$ cat src/rtl/rxq_pkg.sv
// Shared types and constants for the receive character queue.
// Assumes an 8-bit character and a 16-bit read window.
package rxq_pkg;
    localparam int CHAR_W = 8;
    localparam int RD_W   = 16;
    localparam int WR_W   = 9;

    localparam logic [2:0] A_DATA  = 3'd0;
    localparam logic [2:0] A_CTRL  = 3'd1;
    localparam logic [2:0] A_STAT  = 3'd2;
    localparam logic [2:0] A_LIMIT = 3'd3;
    localparam logic [2:0] A_FLAGS = 3'd4;

    typedef struct packed {
        logic              brk;
        logic              frm;
        logic              par;
        logic [CHAR_W-1:0] data;
    } rx_entry_t;

    // Map the coded trigger field to a byte threshold.
    function automatic logic [7:0] trig_bytes(input logic [3:0] code);
        case (code)
            4'd0:    trig_bytes = 8'd1;
            4'd1:    trig_bytes = 8'd4;
            4'd2:    trig_bytes = 8'd8;
            4'd3:    trig_bytes = 8'd14;
            default: trig_bytes = 8'd30;
        endcase
    endfunction
endpackage

$ cat src/rtl/rxq_store.sv
// Tagged first-in first-out store. The head is read combinationally.
// Assumes DEPTH is a power of two. A flush overrides push and pop.
module rxq_store
    import rxq_pkg::*;
#(
    parameter int DEPTH = 32,
    localparam int AW = $clog2(DEPTH),
    localparam int CW = $clog2(DEPTH + 1)
) (
    input  logic          clk,
    input  logic          rst_n,
    input  logic          push,
    input  rx_entry_t     wr_entry,
    input  logic          pop,
    input  logic          flush,
    output rx_entry_t     head,
    output logic [CW-1:0] count,
    output logic          empty,
    output logic          full,
    output logic          drop
);
    rx_entry_t     mem [DEPTH];
    logic [AW-1:0] wp_q, rp_q;
    logic [CW-1:0] cnt_q;
    logic          do_push, do_pop;

    assign empty   = (cnt_q == '0);
    assign full    = (cnt_q == CW'(DEPTH));
    assign do_pop  = pop && !empty;
    assign do_push = push && (!full || do_pop);
    assign drop    = push && full && !do_pop && !flush;
    assign head    = mem[rp_q];
    assign count   = cnt_q;

    // Write the arriving character into the slot at the write pointer.
    always_ff @(posedge clk) begin
        if (do_push && !flush) mem[wp_q] <= wr_entry;
    end

    // Move the pointers and the occupancy count.
    always_ff @(posedge clk) begin
        if (!rst_n || flush) begin
            wp_q  <= '0;
            rp_q  <= '0;
            cnt_q <= '0;
        end else begin
            if (do_push) wp_q <= wp_q + 1'b1;
            if (do_pop)  rp_q <= rp_q + 1'b1;
            cnt_q <= cnt_q + CW'(do_push) - CW'(do_pop);
        end
    end

    assert_count_bound_R1: assert property (@(posedge clk) disable iff (!rst_n)
        cnt_q <= CW'(DEPTH));
    assert_full_drop_R6: assert property (@(posedge clk) disable iff (!rst_n)
        (push && full && !pop && !flush) |=> (cnt_q == $past(cnt_q)));
    assert_flush_empties_R9: assert property (@(posedge clk) disable iff (!rst_n)
        flush |=> (cnt_q == '0));
endmodule

$ cat src/rtl/rxq_idle_timer.sv
// Idle counter in bit times. It restarts on traffic and resets when disabled or empty.
// Assumes bit_tick is a single-cycle pulse. The count saturates at the limit.
module rxq_idle_timer #(
    parameter int TW = 8
) (
    input  logic          clk,
    input  logic          rst_n,
    input  logic          enable,
    input  logic          nonempty,
    input  logic          restart,
    input  logic          bit_tick,
    input  logic [TW-1:0] limit,
    output logic          expired
);
    logic [TW-1:0] cnt_q;

    // Count ticks while enabled and holding data, restarting on traffic.
    always_ff @(posedge clk) begin
        if (!rst_n || restart || !enable || !nonempty)
            cnt_q <= '0;
        else if (bit_tick && cnt_q < limit)
            cnt_q <= cnt_q + 1'b1;
    end

    assign expired = enable && nonempty && (cnt_q >= limit);

    assert_restart_clears_R5: assert property (@(posedge clk) disable iff (!rst_n)
        restart |=> (cnt_q == '0));
endmodule

$ cat src/rtl/rxq_trigger.sv
// Compare the occupancy against the decoded trigger threshold.
// Assumes the occupancy fits in eight bits.
module rxq_trigger
    import rxq_pkg::*;
#(
    parameter int CW = 6
) (
    input  logic [3:0]    code,
    input  logic [CW-1:0] count,
    output logic          avail
);
    assign avail = (8'(count) >= trig_bytes(code));
endmodule

$ cat src/rtl/rx_char_queue.sv
// Receive character queue with a register window and interrupt flags.
// Assumes one character per cycle at most and a synchronous register bus.
module rx_char_queue
    import rxq_pkg::*;
#(
    parameter int DEPTH     = 32,
    parameter int TW        = 8,
    parameter int LIMIT_RST = 64,
    localparam int CW = $clog2(DEPTH + 1)
) (
    input  logic              clk,
    input  logic              rst_n,
    input  logic              in_valid,
    input  logic [CHAR_W-1:0] in_data,
    input  logic              in_brk,
    input  logic              in_frm,
    input  logic              in_par,
    input  logic              bit_tick,
    input  logic [2:0]        reg_addr,
    input  logic              reg_wr,
    input  logic              reg_rd,
    input  logic [WR_W-1:0]   reg_wdata,
    output logic [RD_W-1:0]   reg_rdata,
    output logic              irq
);
    rx_entry_t         head, wr_entry;
    logic [CW-1:0]     count;
    logic              empty, full, drop, pop, flush, avail, expired;
    logic [7:0]        ctrl_q;
    logic [TW-1:0]     limit_q;
    logic [CHAR_W-1:0] last_q;
    logic              ovf_q, par_q, frm_q, brk_q;
    logic [3:0]        w1c;
    logic [2:0]        flags;

    assign wr_entry = '{brk: in_brk, frm: in_frm, par: in_par, data: in_data};
    assign pop      = reg_rd && (reg_addr == A_DATA) && !empty;
    assign flush    = reg_wr && (reg_addr == A_CTRL) && reg_wdata[8];
    assign w1c      = (reg_wr && reg_addr == A_STAT) ? reg_wdata[3:0] : 4'b0;

    rxq_store #(.DEPTH(DEPTH)) u_store (
        .clk(clk), .rst_n(rst_n), .push(in_valid), .wr_entry(wr_entry),
        .pop(pop), .flush(flush), .head(head), .count(count),
        .empty(empty), .full(full), .drop(drop)
    );

    rxq_idle_timer #(.TW(TW)) u_timer (
        .clk(clk), .rst_n(rst_n), .enable(ctrl_q[6]), .nonempty(!empty),
        .restart(in_valid || pop), .bit_tick(bit_tick), .limit(limit_q),
        .expired(expired)
    );

    rxq_trigger #(.CW(CW)) u_trig (
        .code(ctrl_q[3:0]), .count(count), .avail(avail)
    );

    // Hold the control fields and the timeout limit written by software.
    always_ff @(posedge clk) begin
        if (!rst_n) begin
            ctrl_q  <= '0;
            limit_q <= TW'(LIMIT_RST);
        end else if (reg_wr) begin
            if (reg_addr == A_CTRL)  ctrl_q  <= reg_wdata[7:0];
            if (reg_addr == A_LIMIT) limit_q <= reg_wdata[TW-1:0];
        end
    end

    // Remember the most recently read character for reads of an empty store.
    always_ff @(posedge clk) begin
        if (!rst_n)   last_q <= '0;
        else if (pop) last_q <= head.data;
    end

    // Sticky flags: set by overflow or by reading a tagged character, cleared by writing 1.
    always_ff @(posedge clk) begin
        if (!rst_n) begin
            {brk_q, frm_q, par_q, ovf_q} <= '0;
        end else begin
            ovf_q <= (ovf_q & ~w1c[0]) | drop;
            par_q <= (par_q & ~w1c[1]) | (pop & head.par);
            frm_q <= (frm_q & ~w1c[2]) | (pop & head.frm);
            brk_q <= (brk_q & ~w1c[3]) | (pop & head.brk);
        end
    end

    assign flags = {ovf_q, expired, avail};
    assign irq   = (flags[0] & ctrl_q[4]) | (flags[1] & ctrl_q[5]) | (flags[2] & ctrl_q[7]);

    // Select the register returned on the read window.
    always_comb begin
        reg_rdata = '0;
        case (reg_addr)
            A_DATA:  reg_rdata[CHAR_W-1:0] = empty ? last_q : head.data;
            A_CTRL:  reg_rdata[7:0] = ctrl_q;
            A_STAT: begin
                reg_rdata[0]       = ovf_q;
                reg_rdata[1]       = par_q | (!empty & head.par);
                reg_rdata[2]       = frm_q | (!empty & head.frm);
                reg_rdata[3]       = brk_q | (!empty & head.brk);
                reg_rdata[4]       = empty;
                reg_rdata[5]       = full;
                reg_rdata[8 +: CW] = count;
            end
            A_LIMIT: reg_rdata[TW-1:0] = limit_q;
            A_FLAGS: reg_rdata[2:0] = flags;
            default: reg_rdata = '0;
        endcase
    end

    assert_ovf_sticky_R6: assert property (@(posedge clk) disable iff (!rst_n)
        drop |=> ovf_q);
    assert_ovf_holds_R8: assert property (@(posedge clk) disable iff (!rst_n)
        (ovf_q && !w1c[0]) |=> ovf_q);
    assert_empty_read_R10: assert property (@(posedge clk) disable iff (!rst_n)
        (reg_rd && reg_addr == A_DATA && empty && !in_valid) |=> (count == '0));
endmodule

$ cat config.mk
export PLATFORM = sky130hd
export DESIGN_NAME = rx_char_queue
export DESIGN_NICKNAME = d
export VERILOG_FILES = /design/src/rtl/rxq_pkg.sv /design/src/rtl/rxq_store.sv /design/src/rtl/rxq_idle_timer.sv /design/src/rtl/rxq_trigger.sv /design/src/rtl/rx_char_queue.sv
export SDC_FILE = /design/constraint.sdc
export NUM_CORES = 1
export LEC_CHECK = 0
export ABC_CLOCK_PERIOD_IN_PS = 8340
export BUFFER_PORTS_ARGS = -buffer_cell sky130_fd_sc_hd__clkbuf_2
export CORE_ASPECT_RATIO = 1.75
export CORE_UTILIZATION = 45
export DETAILED_ROUTE_END_ITERATION = 8
export PLACE_DENSITY = 0.69
export SYNTH_ARGS = -nofsm -noshare
export SYNTH_HDL_FRONTEND = slang
export SYNTH_SLANG_ARGS = --single-unit
$ cat constraint.sdc
create_clock -name clk -period 8.34 [get_ports clk]
set_clock_uncertainty 0.1 [all_clocks]
set_input_delay 0.834 -clock clk [delete_from_list [all_inputs] [get_ports clk]]
set_output_delay 0.834 -clock clk [all_outputs]
set_load 0.01 [all_outputs]
==> impl_metrics.env <==
export IMPL_finalMaxSlewViolations=0
export IMPL_worstHoldPathType="reg -> reg"
export IMPL_timing_fmax_mhz=212.3
export IMPL_timing_final_crit_share=0.5648
export IMPL_fin_crit_ps=4710
export IMPL_slew_headroom=0.1151
export IMPL_startpoint_type="flop"
export IMPL_dr_pass1_iters=5
export IMPL_grtUsageTotal=0.2012
export IMPL_grt_pass1_vias=9142
export IMPL_reg2reg_depth=7
export IMPL_p_clk_frac=0.387
export IMPL_min_path_cells=2
export IMPL_synthFlopType="edfxtp_1"
export IMPL_cp_arrival_ps=3780
export IMPL_antenna_left=0
export IMPL_num_antenna_cells=0
export IMPL_grt_util_met3=0.02358
export IMPL_cts_buffer_depth=3
export IMPL_worstSetupPathType="reg -> out"
export IMPL_p_leak_uw=0.006030
export IMPL_layout_nets=1105
export IMPL_ys_top_cells_by_count="edfxtp_1, mux4_2, nand2_1"
export IMPL_synth_seq_area_share=0.6982
export IMPL_critPathMaxFanout=49
export IMPL_synth_compound_area_frac=0.04110
export IMPL_holdBufCountCts=0
export IMPL_clock_latency_ps=540
export IMPL_outcome="complete, no violations"
export IMPL_wire_per_inst_um=23.96
export IMPL_cts_tree="built"
export IMPL_ir_drop_uv=118.7
export IMPL_syn_area_per_cell_um2=17.13
export IMPL_drc=0
export IMPL_via_per_inst=5.731
export IMPL_synth_seq_cells=409
export IMPL_coreArea_um2=36770
export IMPL_rows=93
export IMPL_seqPwrFrac=0.530
export IMPL_switching_share=0.2279
export IMPL_io_buffers=43
export IMPL_synth_most_common_cell="edfxtp_1"
export IMPL_place_hpwl_um=24680
export IMPL_drt_iter0_markers=749
export IMPL_area_growth_pct=11.79
export IMPL_pre_cts_slack_ps=4110
export IMPL_synth_top_area_frac=0.6302
export IMPL_initial_utilization=0.4562
export IMPL_netlist_top_cells_area="edfxtp_1, mux4_2, dfxtp_1"
export IMPL_grtUsageMet2=0.3831
export IMPL_grt_pass1_wl_um=56030
export IMPL_end_kind="primary output"
export IMPL_synthArstFlopShare=0
export IMPL_clkTransAtPathRegs_ps=70
export IMPL_synth_top_family_by_area="multiplexers"
export IMPL_timing_final_ws_setup_ps=3630
export IMPL_netlist_cell_type_count=65
export IMPL_grtUsageMet1=0.2180
export IMPL_maxCapViolations=0
export IMPL_gr_total_overflow=0
export IMPL_die_area_um2=38080
export IMPL_die_h_um=257.4
export IMPL_synth_area_um2=16770
export IMPL_cts_sinks=409
export IMPL_synthAdderAreaFrac=0.02208
export IMPL_top_level_ports=46
export IMPL_drive_above_1_share=0.2237
export IMPL_h_tree_depth=2
export IMPL_drt_total_wl_um=37090
export IMPL_seqCellArea_um2=11720
export IMPL_synth_area_leader_cell="edfxtp_1"
export IMPL_fin_tns_setup_ps=0
export IMPL_synth_area_mux_share=0.1413
export IMPL_rsz0062_at_grt="false"
export IMPL_worstPathRequired_ps=7410
export IMPL_setup_violations=0
export IMPL_clockRootBuffer="clkbuf_16"
export IMPL_multiInputGateArea_um2=4707
export IMPL_globalplace_congestion=0.9370
export IMPL_p_int_uw=3351
export IMPL_worst_slew_pin_slew_ps=1323
export IMPL_yosysWarnings=0
export IMPL_power_density_nw_per_um2=231.4
export IMPL_fill_cells=2978
export IMPL_grt_max_degree=59
export IMPL_die_x_um=147.9
export IMPL_p_sw_uw=989.0
export IMPL_synth_xor_area_frac=0.008877
export IMPL_vias=8872
export IMPL_antenna_found_initial=0
export IMPL_post_cts_resized=0
export IMPL_numCtsBuffers=36
export IMPL_comb_power_share=0.084
export IMPL_cts_setup_buffers=0
export IMPL_syn_instance_count=979
export IMPL_yosys_area_share_simple=0.06654
export IMPL_synth_edf_count=352
export IMPL_grt_busiest_layer="met2"
export IMPL_hold_violations=0
==> cells by family (layout without fill, tap and decap cells) <==
kind of cell | Yosys count | count (layout)
buffers and inverters | 73 | 166
AOI/OAI and AO/OA | 100 | 100
xor gates and xnor gates | 17 | 17
other | 1 | 2
muxes | 117 | 117
and+or+nand+nor | 233 | 233
adders and majority gates | 29 | 29
DFF | 409 | 409
==> per-layer routing <==
metal / vias to the layer above / routed length [µm]
li1: 3969 / -
met1: 4558 / 13230
met2: 261 / 21030
met3: 84 / 1285
met4: 0 / 1550
met5: - / 0
==> metrics by stage <==
| step | utilization | area [µm²] | cells | power (µW) | hold slack, ps |
|---|---|---|---|---|---|
| floorplan | - | 16780 | 980 | 2582 | 330.9 |
| global placement | 0.4782 | 17580 | 1484 | 2697 | 341.5 |
| detailed placement | 0.4782 | 17580 | 1484 | 2707 | 348.9 |
| CTS | 0.5099 | 18750 | 1548 | 4369 | 359.2 |
| global route | 0.5099 | 18750 | 1548 | 4486 | 375.8 |
| finish | 0.5099 | 18750 | 1548 | 4340 | 355.4 |
==> path summary, 6_finish.rpt <==
kind | slack, ps | startpoint | endpoint
min | 360 | last_q[1] | last_q[1]
max | 3630 | flop | reg_rdata[1]
max reg2reg | 4740 | u_store.count[3] | u_store.mem[0][8]
min reg2reg | 360 | last_q[1] | last_q[1]
==> worst max-delay path: stages, from the launching register on <==
cell,delay [ps]
dfxtp_4,840
buf_4,730
mux4_2,380
o22ai_1,90
nor4_1,600
a22oi_1,210
nand2_1,110
clkbuf_2,140
==> power by group through the flow <==
stage	Sequential (µW)	Combinational, µW	Clock [µW]
after CTS	2300	364	1700
after floorplan	2320	259	0
after detailed placement	2340	362	0
final	2300	363	1680
after global routing	2300	406	1780
after global placement	2340	354	0
==> area by class of cell <==
cell class | instances | share of cell area
Clock buffer | 46 | 0.05111
Timing Repair Buffer | 76 | 0.02469
Clock inverter | 18 | 0.01121
Tap cell | 475 | 0.03170
Multi-Input combinational cell | 498 | 0.2510
Sequential cell | 409 | 0.6250
Inverter | 26 | 0.005205
==> sequential cells by signal, summed over array words and instances, names as in the netlist, 5 cells and up, named ones only <==
name,flops
u_store.mem,352
u_timer.cnt_q,8
u_store.count,6
u_store.rp_q,5
ctrl_q,8
limit_q,8
last_q,8
u_store.wp_q,5
==> layout by cell type, fill, tap and decap left out, types with 6 or more instances in the layout <==
cell / Yosys / layout
edfxtp_1: 352 / 352
mux4_2: 87 / 87
nand2_1: 77 / 77
nor2_1: 67 / 67
dfxtp_1: 57 / 54
clkbuf_2: 0 / 43
clkbuf_16: 0 / 36
buf_4: 12 / 33
ha_1: 28 / 28
nand3_1: 25 / 25
inv_1: 24 / 24
o22ai_1: 20 / 20
a21oi_1: 15 / 15
a21boi_0: 15 / 15
mux2i_1: 14 / 14
xor2_1: 12 / 12
nor2b_1: 10 / 10
mux2_2: 10 / 10
o21ai_0: 9 / 9
a22oi_1: 8 / 8
clkbuf_1: 18 / 8
and2_1: 7 / 7
nor4_1: 6 / 6
mux4_1: 6 / 6
a21o_1: 6 / 6
Power figures use the tool's default switching activity.
